<file path="src/rtl/rssb_pkg.sv">
package rssb_pkg;

  typedef enum logic [2:0] {
    ST_FETCH      = 3'd0,
    ST_READ_OPND  = 3'd1,
    ST_WRITE_BACK = 3'd2,
    ST_NEXT_PC    = 3'd3,
    ST_HALT       = 3'd4
  } rssb_state_e;

  localparam int unsigned PC_ALIAS  = 0;
  localparam int unsigned ACC_ALIAS = 1;

endpackage

</file>
<file path="src/rtl/rssb_seq.sv">
module rssb_seq
  import rssb_pkg::*;
(
  input  logic        clk,
  input  logic        rst_n,
  input  logic        halt_word,
  output rssb_state_e state_q,
  output logic        fetch_evt,
  output logic        rdop_evt,
  output logic        wb_evt,
  output logic        npc_evt,
  output logic        halt_evt
);

  rssb_state_e state_d;

  always_comb begin
    state_d = state_q;
    unique case (state_q)
      ST_FETCH:      state_d = ST_READ_OPND;
      ST_READ_OPND:  state_d = halt_word ? ST_HALT : ST_WRITE_BACK;
      ST_WRITE_BACK: state_d = ST_NEXT_PC;
      ST_NEXT_PC:    state_d = ST_FETCH;
      ST_HALT:       state_d = ST_HALT;
      default:       state_d = ST_HALT;
    endcase
  end

  always_ff @(posedge clk or negedge rst_n) begin
    if (!rst_n) state_q <= ST_FETCH;
    else        state_q <= state_d;
  end

  assign fetch_evt = (state_q == ST_FETCH);
  assign rdop_evt  = (state_q == ST_READ_OPND);
  assign wb_evt    = (state_q == ST_WRITE_BACK);
  assign npc_evt   = (state_q == ST_NEXT_PC);
  assign halt_evt  = rdop_evt && halt_word;

endmodule

</file>
<file path="src/rtl/rssb_alu.sv">
module rssb_alu #(
  parameter int DATA_W = 16
) (
  input  logic [DATA_W-1:0] minuend,
  input  logic [DATA_W-1:0] subtrahend,
  output logic [DATA_W-1:0] diff,
  output logic              borrow
);

  function automatic logic [DATA_W-1:0] rev_sub(input logic [DATA_W-1:0] m,
                                                input logic [DATA_W-1:0] a);
    return m - a;
  endfunction

  function automatic logic borrow_of(input logic [DATA_W-1:0] m,
                                     input logic [DATA_W-1:0] a);
    logic [DATA_W:0] wide;
    wide = {1'b0, m} - {1'b0, a};
    return wide[DATA_W];
  endfunction

  assign diff   = rev_sub(minuend, subtrahend);
  assign borrow = borrow_of(minuend, subtrahend);

endmodule

</file>
<file path="src/rtl/rssb_pc_step.sv">
module rssb_pc_step #(
  parameter int ADDR_W = 12
) (
  input  logic [ADDR_W-1:0] pc,
  input  logic              borrow,
  input  logic              jump,
  input  logic [ADDR_W-1:0] jump_target,
  output logic [ADDR_W-1:0] pc_next
);

  function automatic logic [ADDR_W-1:0] seq_step(input logic [ADDR_W-1:0] p,
                                                 input logic b);
    return p + (b ? ADDR_W'(2) : ADDR_W'(1));
  endfunction

  assign pc_next = jump ? jump_target : seq_step(pc, borrow);

endmodule

</file>
<file path="src/rtl/rssb_regs.sv">
module rssb_regs #(
  parameter int DATA_W   = 16,
  parameter int ADDR_W   = 12,
  parameter int START_PC = 2
) (
  input  logic              clk,
  input  logic              rst_n,
  input  logic              ld_opnd,
  input  logic [ADDR_W-1:0] opnd_d,
  input  logic              ld_result,
  input  logic [DATA_W-1:0] result_d,
  input  logic              borrow_d,
  input  logic              ld_pc,
  input  logic [ADDR_W-1:0] pc_d,
  output logic [ADDR_W-1:0] pc_q,
  output logic [DATA_W-1:0] acc_q,
  output logic [ADDR_W-1:0] opnd_q,
  output logic              borrow_q
);

  localparam logic [ADDR_W-1:0] PC_RESET = ADDR_W'(START_PC);

  always_ff @(posedge clk or negedge rst_n) begin
    if (!rst_n) begin
      pc_q     <= PC_RESET;
      acc_q    <= '0;
      opnd_q   <= '0;
      borrow_q <= 1'b0;
    end else begin
      if (ld_opnd) opnd_q <= opnd_d;
      if (ld_result) begin
        acc_q    <= result_d;
        borrow_q <= borrow_d;
      end
      if (ld_pc) pc_q <= pc_d;
    end
  end

endmodule

</file>
<file path="src/rtl/rssb_core.sv">
module rssb_core
  import rssb_pkg::*;
#(
  parameter int DATA_W   = 16,
  parameter int ADDR_W   = 12,
  parameter int START_PC = 2
) (
  input  logic              clk,
  input  logic              rst_n,
  output logic [ADDR_W-1:0] mem_addr,
  output logic              mem_we,
  output logic [DATA_W-1:0] mem_wdata,
  input  logic [DATA_W-1:0] mem_rdata,
  output logic              halted
);

  localparam logic [DATA_W-1:0] HALT_WORD = {DATA_W{1'b1}};
  localparam logic [ADDR_W-1:0] PC_ADDR   = ADDR_W'(PC_ALIAS);
  localparam logic [ADDR_W-1:0] ACC_ADDR  = ADDR_W'(ACC_ALIAS);

  rssb_state_e       state_q;
  logic              fetch_evt, rdop_evt, wb_evt, npc_evt, halt_evt;
  logic              halt_word;
  logic [ADDR_W-1:0] instr_opnd;
  logic [ADDR_W-1:0] pc_q, opnd_q, pc_next;
  logic [DATA_W-1:0] acc_q;
  logic              borrow_q;
  logic              opnd_is_pc, opnd_is_acc, opnd_external;
  logic [DATA_W-1:0] pc_word, operand_val, diff;
  logic              borrow;
  logic              jump_evt;

  assign halt_word  = (mem_rdata == HALT_WORD);
  assign instr_opnd = mem_rdata[ADDR_W-1:0];

  generate
    if (DATA_W > ADDR_W) begin : g_pc_widen
      assign pc_word = {{(DATA_W-ADDR_W){1'b0}}, pc_q};
    end else begin : g_pc_same
      assign pc_word = pc_q[DATA_W-1:0];
    end
  endgenerate

  rssb_seq u_seq (
    .clk       (clk),
    .rst_n     (rst_n),
    .halt_word (halt_word),
    .state_q   (state_q),
    .fetch_evt (fetch_evt),
    .rdop_evt  (rdop_evt),
    .wb_evt    (wb_evt),
    .npc_evt   (npc_evt),
    .halt_evt  (halt_evt)
  );

  assign opnd_is_pc    = (opnd_q == PC_ADDR);
  assign opnd_is_acc   = (opnd_q == ACC_ADDR);
  assign opnd_external = !opnd_is_pc && !opnd_is_acc;

  always_comb begin
    if (opnd_is_pc)       operand_val = pc_word;
    else if (opnd_is_acc) operand_val = acc_q;
    else                  operand_val = mem_rdata;
  end

  rssb_alu #(.DATA_W(DATA_W)) u_alu (
    .minuend    (operand_val),
    .subtrahend (acc_q),
    .diff       (diff),
    .borrow     (borrow)
  );

  assign jump_evt = npc_evt && opnd_is_pc;

  rssb_pc_step #(.ADDR_W(ADDR_W)) u_pc_step (
    .pc          (pc_q),
    .borrow      (borrow_q),
    .jump        (opnd_is_pc),
    .jump_target (acc_q[ADDR_W-1:0]),
    .pc_next     (pc_next)
  );

  rssb_regs #(
    .DATA_W   (DATA_W),
    .ADDR_W   (ADDR_W),
    .START_PC (START_PC)
  ) u_regs (
    .clk       (clk),
    .rst_n     (rst_n),
    .ld_opnd   (rdop_evt && !halt_word),
    .opnd_d    (instr_opnd),
    .ld_result (wb_evt),
    .result_d  (diff),
    .borrow_d  (borrow),
    .ld_pc     (npc_evt),
    .pc_d      (pc_next),
    .pc_q      (pc_q),
    .acc_q     (acc_q),
    .opnd_q    (opnd_q),
    .borrow_q  (borrow_q)
  );

  always_comb begin
    unique case (state_q)
      ST_READ_OPND:  mem_addr = instr_opnd;
      ST_WRITE_BACK: mem_addr = opnd_q;
      default:       mem_addr = pc_q;
    endcase
  end

  assign mem_we    = wb_evt && opnd_external;
  assign mem_wdata = diff;
  assign halted    = (state_q == ST_HALT);

endmodule

</file>
<file path="config.mk">
export PLATFORM = sky130hd
export DESIGN_NAME = rssb_core
export DESIGN_NICKNAME = d
export VERILOG_FILES = /design/src/rtl/rssb_pkg.sv /design/src/rtl/rssb_seq.sv /design/src/rtl/rssb_alu.sv /design/src/rtl/rssb_pc_step.sv /design/src/rtl/rssb_regs.sv /design/src/rtl/rssb_core.sv
export SDC_FILE = /design/constraint.sdc
export NUM_CORES = 1
export LEC_CHECK = 0
export ABC_AREA = 1
export BUFFER_PORTS_ARGS = -buffer_cell sky130_fd_sc_hd__buf_2
export CAP_MARGIN = 20
export CORE_MARGIN = 2
export CORE_UTILIZATION = 45
export DETAILED_ROUTE_END_ITERATION = 12
export GPL_TIMING_DRIVEN = 0
export PLACE_DENSITY = 0.67
export SYNTH_ARGS = -nofsm -noshare
export SYNTH_HDL_FRONTEND = slang
export SYNTH_SLANG_ARGS = --single-unit
</file>
<file path="constraint.sdc">
create_clock -name clk -period 2.75 [get_ports clk]
set_clock_uncertainty 0.1 [all_clocks]
set_input_delay 0.275 -clock clk [delete_from_list [all_inputs] [get_ports clk]]
set_output_delay 0.275 -clock clk [all_outputs]
set_load 0.02 [all_outputs]
</file>
==> results_dict.tcl, run 1 <==
set metrics [dict create \
    status "finished, violations left" \
    failed_checks "setup timing" \
    hold_violations 0 \
    synth_top_area_share_pct 28.2 \
    gr-total-overflow 0 \
    cp_top_family "simple AND/OR/NAND/NOR gates" \
    die-area_mm2 0.00923 \
    finalPower_w 0.00115 \
    cts_tree "yes" \
    crit_path_end_kind "output port" \
    internal_power_w 0.000867 \
    synth_cells 599 \
    initial_core_util_pct 46.4 \
    die-width_um 96.1 \
    grt_pass1_vias 4108 \
    ff2ff_setup_slack_ps -220 \
    cts-htree-levels 2 \
    slowest_delay_ps 410 \
    area_growth_pct 37.2 \
    synth_cell_types 33 \
    fin_crit_ps 3480 \
    crit_chain "inv_2 > nand4_1 > nor2_4 > nand2_2 > buf_6 > buf_8 > o21ai_4 > ha_4 > inv_4 > fa_2 > nand2_4 > nand3_2 > nand3_2 > nand2_4 > or2_4 > and2_4 > buf_6" \
    worstMarginPinSlew_ps 707 \
    seqPwrFrac_pct 56.0 \
    dieHeight_um 96.1 \
    clk_path_buf_depth 2 \
    crit_fanout 5 \
    fp.coreArea_mm2 0.00822 \
    place.gp.congestion 0.970 \
    utilization_pct 63.7 \
    wl_per_cell_um 16.7 \
    cts_made_buffers 5 \
    r2r-start "u_regs.opnd_q[9]" \
    max_freq_mhz 287 \
    io_pins 48 \
    grt_pass1_wl_mm 19.7 \
    fillers 730 \
    syn-cell-area_mm2 0.00382 \
    yosys-top-cells-area "dfrtp_1 (28%), nand2_1 (19%), inv_1 (9.1%)" \
    route.vias.total 4433 \
    vias_per_cell 5.58 \
    p_leak_nw 2.82 \
    cts_sinks 44 \
    switching_share_pct 24.9 \
    rsz0062_at_grt "yes" \
    yosys_warnings 0 \
    finalWorstSetupSlack_ps -731 \
    crit_arrival_ps 3110 \
    cp_data_required_time_ps 2380 \
    hold_depth 3 \
    placed_cells 751 \
    layout-drive-gt1-share_pct 31.0 \
    critical_path_class "register to output port" \
    slew_headroom_pct 52.5 \
    io_buffers 47 \
    layout.nets 727 \
    drc 0 \
    syn-num-nets 637 \
    finalSetupViolations 22 \
    power_switching_w 0.000288 \
    drt_iter0_drc 360 \
    final_cells 795 \
    finalMaxSlewViolations 0 \
    min_from "mem_rdata[8]" \
    rows 33 \
    yosys.area.top_type "dfrtp_1" \
    avgSynthCellArea_um2 6.37 \
    power.share.clock_pct 38.7 \
    antenna_found_initial 0 \
    crit_buf_inv 5 \
    vdd_drop_max_mv 0.161 \
    r2r_cells 18 \
    first_pass_iters 7 \
    grt_max_degree 45 \
    worst_r2r_endpoint "u_regs.acc_q[6]" \
    ys_seq_area_share_pct 28.9 \
    hp-class "input pin to register" \
    ys_ff_latch 44 \
    insertion_delay_ps 300 \
    grt_use_total_pct 27.6 \
    antenna_cells 0 \
    cp_slowest_cell "fa_2" \
    layout_worst_path_cycle_share_pct 127 \
    dp_hpwl_mm 9.01 \
    cts_root_buf "clkbuf_8" \
    p_per_area_mw_per_mm2 220 \
    ant_nets 0 \
    combPwrFrac_pct 5.3 \
    wirelength_mm 13.2 \
    cap_violations 0 \
    worstSetupStartpointType "register" \
    clkTransAtPathRegs_ps 90 \
    min_to "u_regs.opnd_q[8]" \
]
[power by group through the flow]
stage / logic [W] / clock network (W) / registers (W)
after floorplan: 0.00000943 / 0 / 0.000659
after detailed placement: 0.0000504 / 0 / 0.000659
after global placement: 0.0000502 / 0 / 0.000659
final: 0.0000617 / 0.000446 / 0.000646
after CTS: 0.0000519 / 0.000444 / 0.000646
after global routing: 0.0000664 / 0.000476 / 0.000647
[cell usage after synthesis (all sizes together)]
cell type,instances
nor2,37
nor3,12
nand2,198
ha,18
and2,8
a31oi,12
xor2,10
a21oi,18
nand3b,3
or2,3
dfstp,1
inv,99
o31ai,1
o221ai,11
nand3,64
buf,16
nand4,9
fa,2
clkbuf,5
o211ai,2
dfrtp,43
o21ai,27
[sequential cells by signal, summed over array words and instances (netlist names)]
signal / flops
u_regs.acc_q: 16
u_regs.opnd_q: 12
u_regs.pc_q: 12
u_seq.state_q: 3
u_regs.borrow_q: 1
[cell families after synthesis]
| group | synth area share [%] |
|---|---|
| adders and majority gates | 6.95 |
| xor gates and xnor gates | 2.29 |
| AOI/OAI and AO/OA | 11.1 |
| DFF | 28.9 |
| buffers and inverters | 12.9 |
| and+or+nand+nor | 37.9 |
[final cells by class]
class                      instances  area (um^2)  share of cell area (%)
tap                              105          131                    2.51
clock buffer                       6         82.6                    1.58
sequential                        44         1100                    21.1
timing repair buffer              83          624                    11.9
multi-input combinational        435         2760                    52.7
clock inverter                     2         10.0                   0.191
inverter                          99          374                    7.14
buffer                            21          151                    2.89
[layer usage]
| layer | GRT usage [%] | up-vias | share of wire [%] |
|---|---|---|---|
| li1 | - | 2091 | - |
| met1 | 36.5 | 2069 | 41 |
| met2 | 44.1 | 224 | 47 |
| met3 | 3.92 | 49 | 7.5 |
| met4 | 13.6 | 0 | 4.2 |
| met5 | 0 | - | 0 |
[how the worst max path moves through the flow]
stage / cells after the start / start / to / slack (ps)
6_report: 17 / u_regs.opnd_q[9] / mem_wdata[6] / -730
3_3_place_gp: 18 / u_regs.opnd_q[3] / mem_wdata[12] / -640
2_1_floorplan: 16 / u_regs.opnd_q[2] / mem_wdata[6] / -120
5_1_grt: 19 / u_regs.opnd_q[9] / mem_wdata[14] / -850
4_1_cts: 17 / u_regs.opnd_q[9] / mem_wdata[6] / -680
3_5_place_dp: 18 / u_regs.opnd_q[3] / mem_wdata[12] / -650
[metrics by stage]
| step | setup slack [ps] | instance area [um^2] | hold slack, ps | TNS (ps) |
|---|---|---|---|---|
| floorplan | -124 | 3880 | -121 | -618 |
| global placement | -645 | 4250 | 351 | -8940 |
| detailed placement | -651 | 4250 | 357 | -9350 |
| CTS | -680 | 4770 | 87.9 | -7750 |
| global route | -851 | 5240 | 154 | -12450 |
| finish | -731 | 5240 | 156 | -8970 |
[layout by cell type, fill, tap and decap left out, types with 17 or more instances in the layout]
cell       n
dfrtp_1   43
inv_1     85
buf_6     17
nor2_1    32
buf_2     42
nand3_1   53
buf_4     35
nand2_2   20
o21ai_0   20
nand2_1  169
[worst reg2reg max path, cell delays in order (launching register included)]
cell	delay (ps)
dfrtp_1	400
inv_2	70
nand4_1	160
nor2_4	190
nand2_2	90
buf_6	140
buf_8	130
o21ai_4	150
ha_4	180
inv_4	40
fa_2	410
nand2_4	100
nand3_2	80
nand3_2	90
nand2_4	70
or2_4	230
buf_6	110
nand3_2	50
o21ai_2	50
[repair_timing]
action | 4_1_cts | 5_1_grt
gates resized for setup | 56 | 79
pin swaps | 23 | 23
endpoints found under the hold margin | 0 | 20
setup buffers | 22 | 11
hold buffers | 0 | 1
endpoints found under the setup margin | 28 | 29
gates cloned | 2 | 0
(Power assumes the default switching activity.)
==> inputs of run 2 (changes only) <==
--- a/config.mk
+++ b/config.mk
@@ -9,10 +9,10 @@
 export BUFFER_PORTS_ARGS = -buffer_cell sky130_fd_sc_hd__buf_2
 export CAP_MARGIN = 20
 export CORE_MARGIN = 2
-export CORE_UTILIZATION = 45
+export CORE_UTILIZATION = 53
 export DETAILED_ROUTE_END_ITERATION = 12
 export GPL_TIMING_DRIVEN = 0
-export PLACE_DENSITY = 0.67
+export PLACE_DENSITY = 0.77
 export SYNTH_ARGS = -nofsm -noshare
 export SYNTH_HDL_FRONTEND = slang
 export SYNTH_SLANG_ARGS = --single-unit
==> results_dict.tcl, run 2 (synthesis results as in run 1) <==
set metrics [dict create \
    rows 30 \
    endpoint "mem_wdata[12]" \
    die-width_um 88.9 \
    worstMarginPinSlew_ps 618 \
    place.gp.congestion 0.989 \
    drt_iter0_drc 605 \
    layout_worst_path_cycle_share_pct 131 \
    initial_core_util_pct 55.6 \
    io_buffers 47 \
    vdd_drop_max_mv 0.168 \
    crit_fanout 10 \
    dieHeight_um 88.9 \
    crit_path_end_kind "output port" \
    placed_cell_area_mm2 0.00424 \
    clkTransAtPathRegs_ps 80 \
    cts_root_buf "clkbuf_8" \
    hold_violations 0 \
    r2r_cells 26 \
    cts_made_buffers 5 \
    fp.coreArea_mm2 0.00687 \
    rsz0062_at_grt "yes" \
    largest_reg_flops 16 \
    layout_common_cells "nand2_1 (147), inv_1 (87), buf_4 (48), nand3_1 (44), dfrtp_1 (43)" \
    antenna_found_initial 0 \
    finalMaxSlewViolations 0 \
    first_pass_iters 6 \
    wl_per_cell_um 19.4 \
    wirelength_mm 15.7 \
    grt_pass1_wl_mm 21.5 \
    drc 0 \
    grt_max_degree 45 \
    tns_ps -14420 \
    cap_violations 0 \
    ff2ff_setup_slack_ps -660 \
    antenna_cells 0 \
    failed_checks "setup timing" \
    cts_sinks 44 \
    layout.nets 752 \
    cts-htree-levels 2 \
    r2r-start "u_regs.opnd_q[11]" \
    crit_arrival_ps 3230 \
    final_common_cell "nand2_1" \
    met2_length_mm 7.35 \
    clk_path_buf_depth 2 \
    highest_layer "met4" \
    drt-met1-wl_mm 5.67 \
    hp-class "input pin to register" \
    wl_met3_mm 1.60 \
    worst_r2r_endpoint "u_regs.acc_q[9]" \
    insertion_delay_ps 320 \
    finalWorstSetupSlack_ps -858 \
    critical_path_class "register to output port" \
    io_pins 48 \
    min_from "mem_rdata[9]" \
    die-area_mm2 0.00790 \
    route.vias.total 4993 \
    reg_top3 "u_regs.acc_q (16), u_regs.opnd_q (12), u_regs.pc_q (12)" \
    final_area_mm2 0.00574 \
    dp_hpwl_mm 8.77 \
    fin_crit_ps 3610 \
    p_leak_nw 3.00 \
    cts_tree "yes" \
    grt_pass1_vias 4449 \
    gr-total-overflow 0 \
    cp_data_required_time_ps 2380 \
    slew_headroom_pct 58.5 \
    layout-drive-gt1-share_pct 38.7 \
    vias_per_cell 6.16 \
    worstSetupStartpoint "u_regs.opnd_q[11]" \
    ant_nets 0 \
    area_growth_pct 50.3 \
    worstSetupStartpointType "register" \
    grt_use_total_pct 35.7 \
    status "finished, violations left" \
    largest-register "u_regs.acc_q" \
    fillers 384 \
    p_per_area_mw_per_mm2 202 \
    max_freq_mhz 277 \
    finalSetupViolations 30 \
]
==> run 2: cell type report <==
type,instances,area (um^2),share of cell area [%]
buffer,20,146,2.55
clock buffer,8,90.1,1.57
inverter,99,374,6.52
multi-input combinational,435,3020,52.6
sequential,44,1100,19.2
tap,96,120,2.09
timing repair buffer,109,885,15.4
==> run 2: metal layers <==
layer  up-vias  global-route usage, %
li1       2148                      -
met1      2285                   43.2
met2       423                   61.7
met3       137                   5.50
met4         0                   16.9
met5         -                      0
==> run 2: worst min-delay path by stage <==
| stage | end | slack [ps] | cells after the start |
|---|---|---|---|
| finish | u_regs.opnd_q[9] | 160 | 3 |
| detailed placement | u_seq.state_q[0] | 350 | 1 |
| floorplan | u_regs.acc_q[0] | -120 | 0 |
| global placement | u_seq.state_q[0] | 360 | 1 |
| global route | u_regs.opnd_q[3] | 160 | 3 |
| CTS | u_regs.acc_q[1] | 70 | 1 |
==> run 2: where the power goes <==
| group | internal [W] | switching, W | leakage, nW | total [W] |
|---|---|---|---|---|
| sequential | 0.000646 | 0 | 0.517 | 0.000646 |
| combinational | 0.0000187 | 0.0000446 | 2.44 | 0.0000633 |
| clock | 0.000206 | 0.000242 | 0.0455 | 0.000448 |
==> run 2: worst max-delay path, stage by stage, from the launching register on <==
cell and delay, ps:
dfrtp_1 410, inv_2 70, nand4_1 190, nor2_4 230
nand2_2 110, buf_6 140, buf_6 150, nand3_4 100
o21ai_4 70, ha_4 180, inv_4 60, fa_2 230
nand2_4 80, o21ai_4 250, nand3_2 150, nand3_2 110
nand2_1 70, and2_4 160, buf_4 150
==> run 2: stage by stage <==
step	hold slack [ps]	power, W	utilization, %	cells	setup WS [ps]
2_1_floorplan	-121	0.000669	-	599	-124
3_3_place_gp	357	0.000707	61.7	742	-624
3_5_place_dp	353	0.000707	61.7	742	-678
4_1_cts	65.4	0.00113	75.4	799	-672
5_1_grt	157	0.00119	83.5	811	-930
6_report	155	0.00116	83.5	811	-858
==> run 2: repair_timing <==
item / CTS / global route
setup endpoints to repair: 28 / 30
pin swaps: 27 / 48
gates resized for setup: 110 / 104
setup buffers: 47 / 17
hold buffers: 0 / 1
hold endpoints to repair: 0 / 9
cloned: 2 / 0
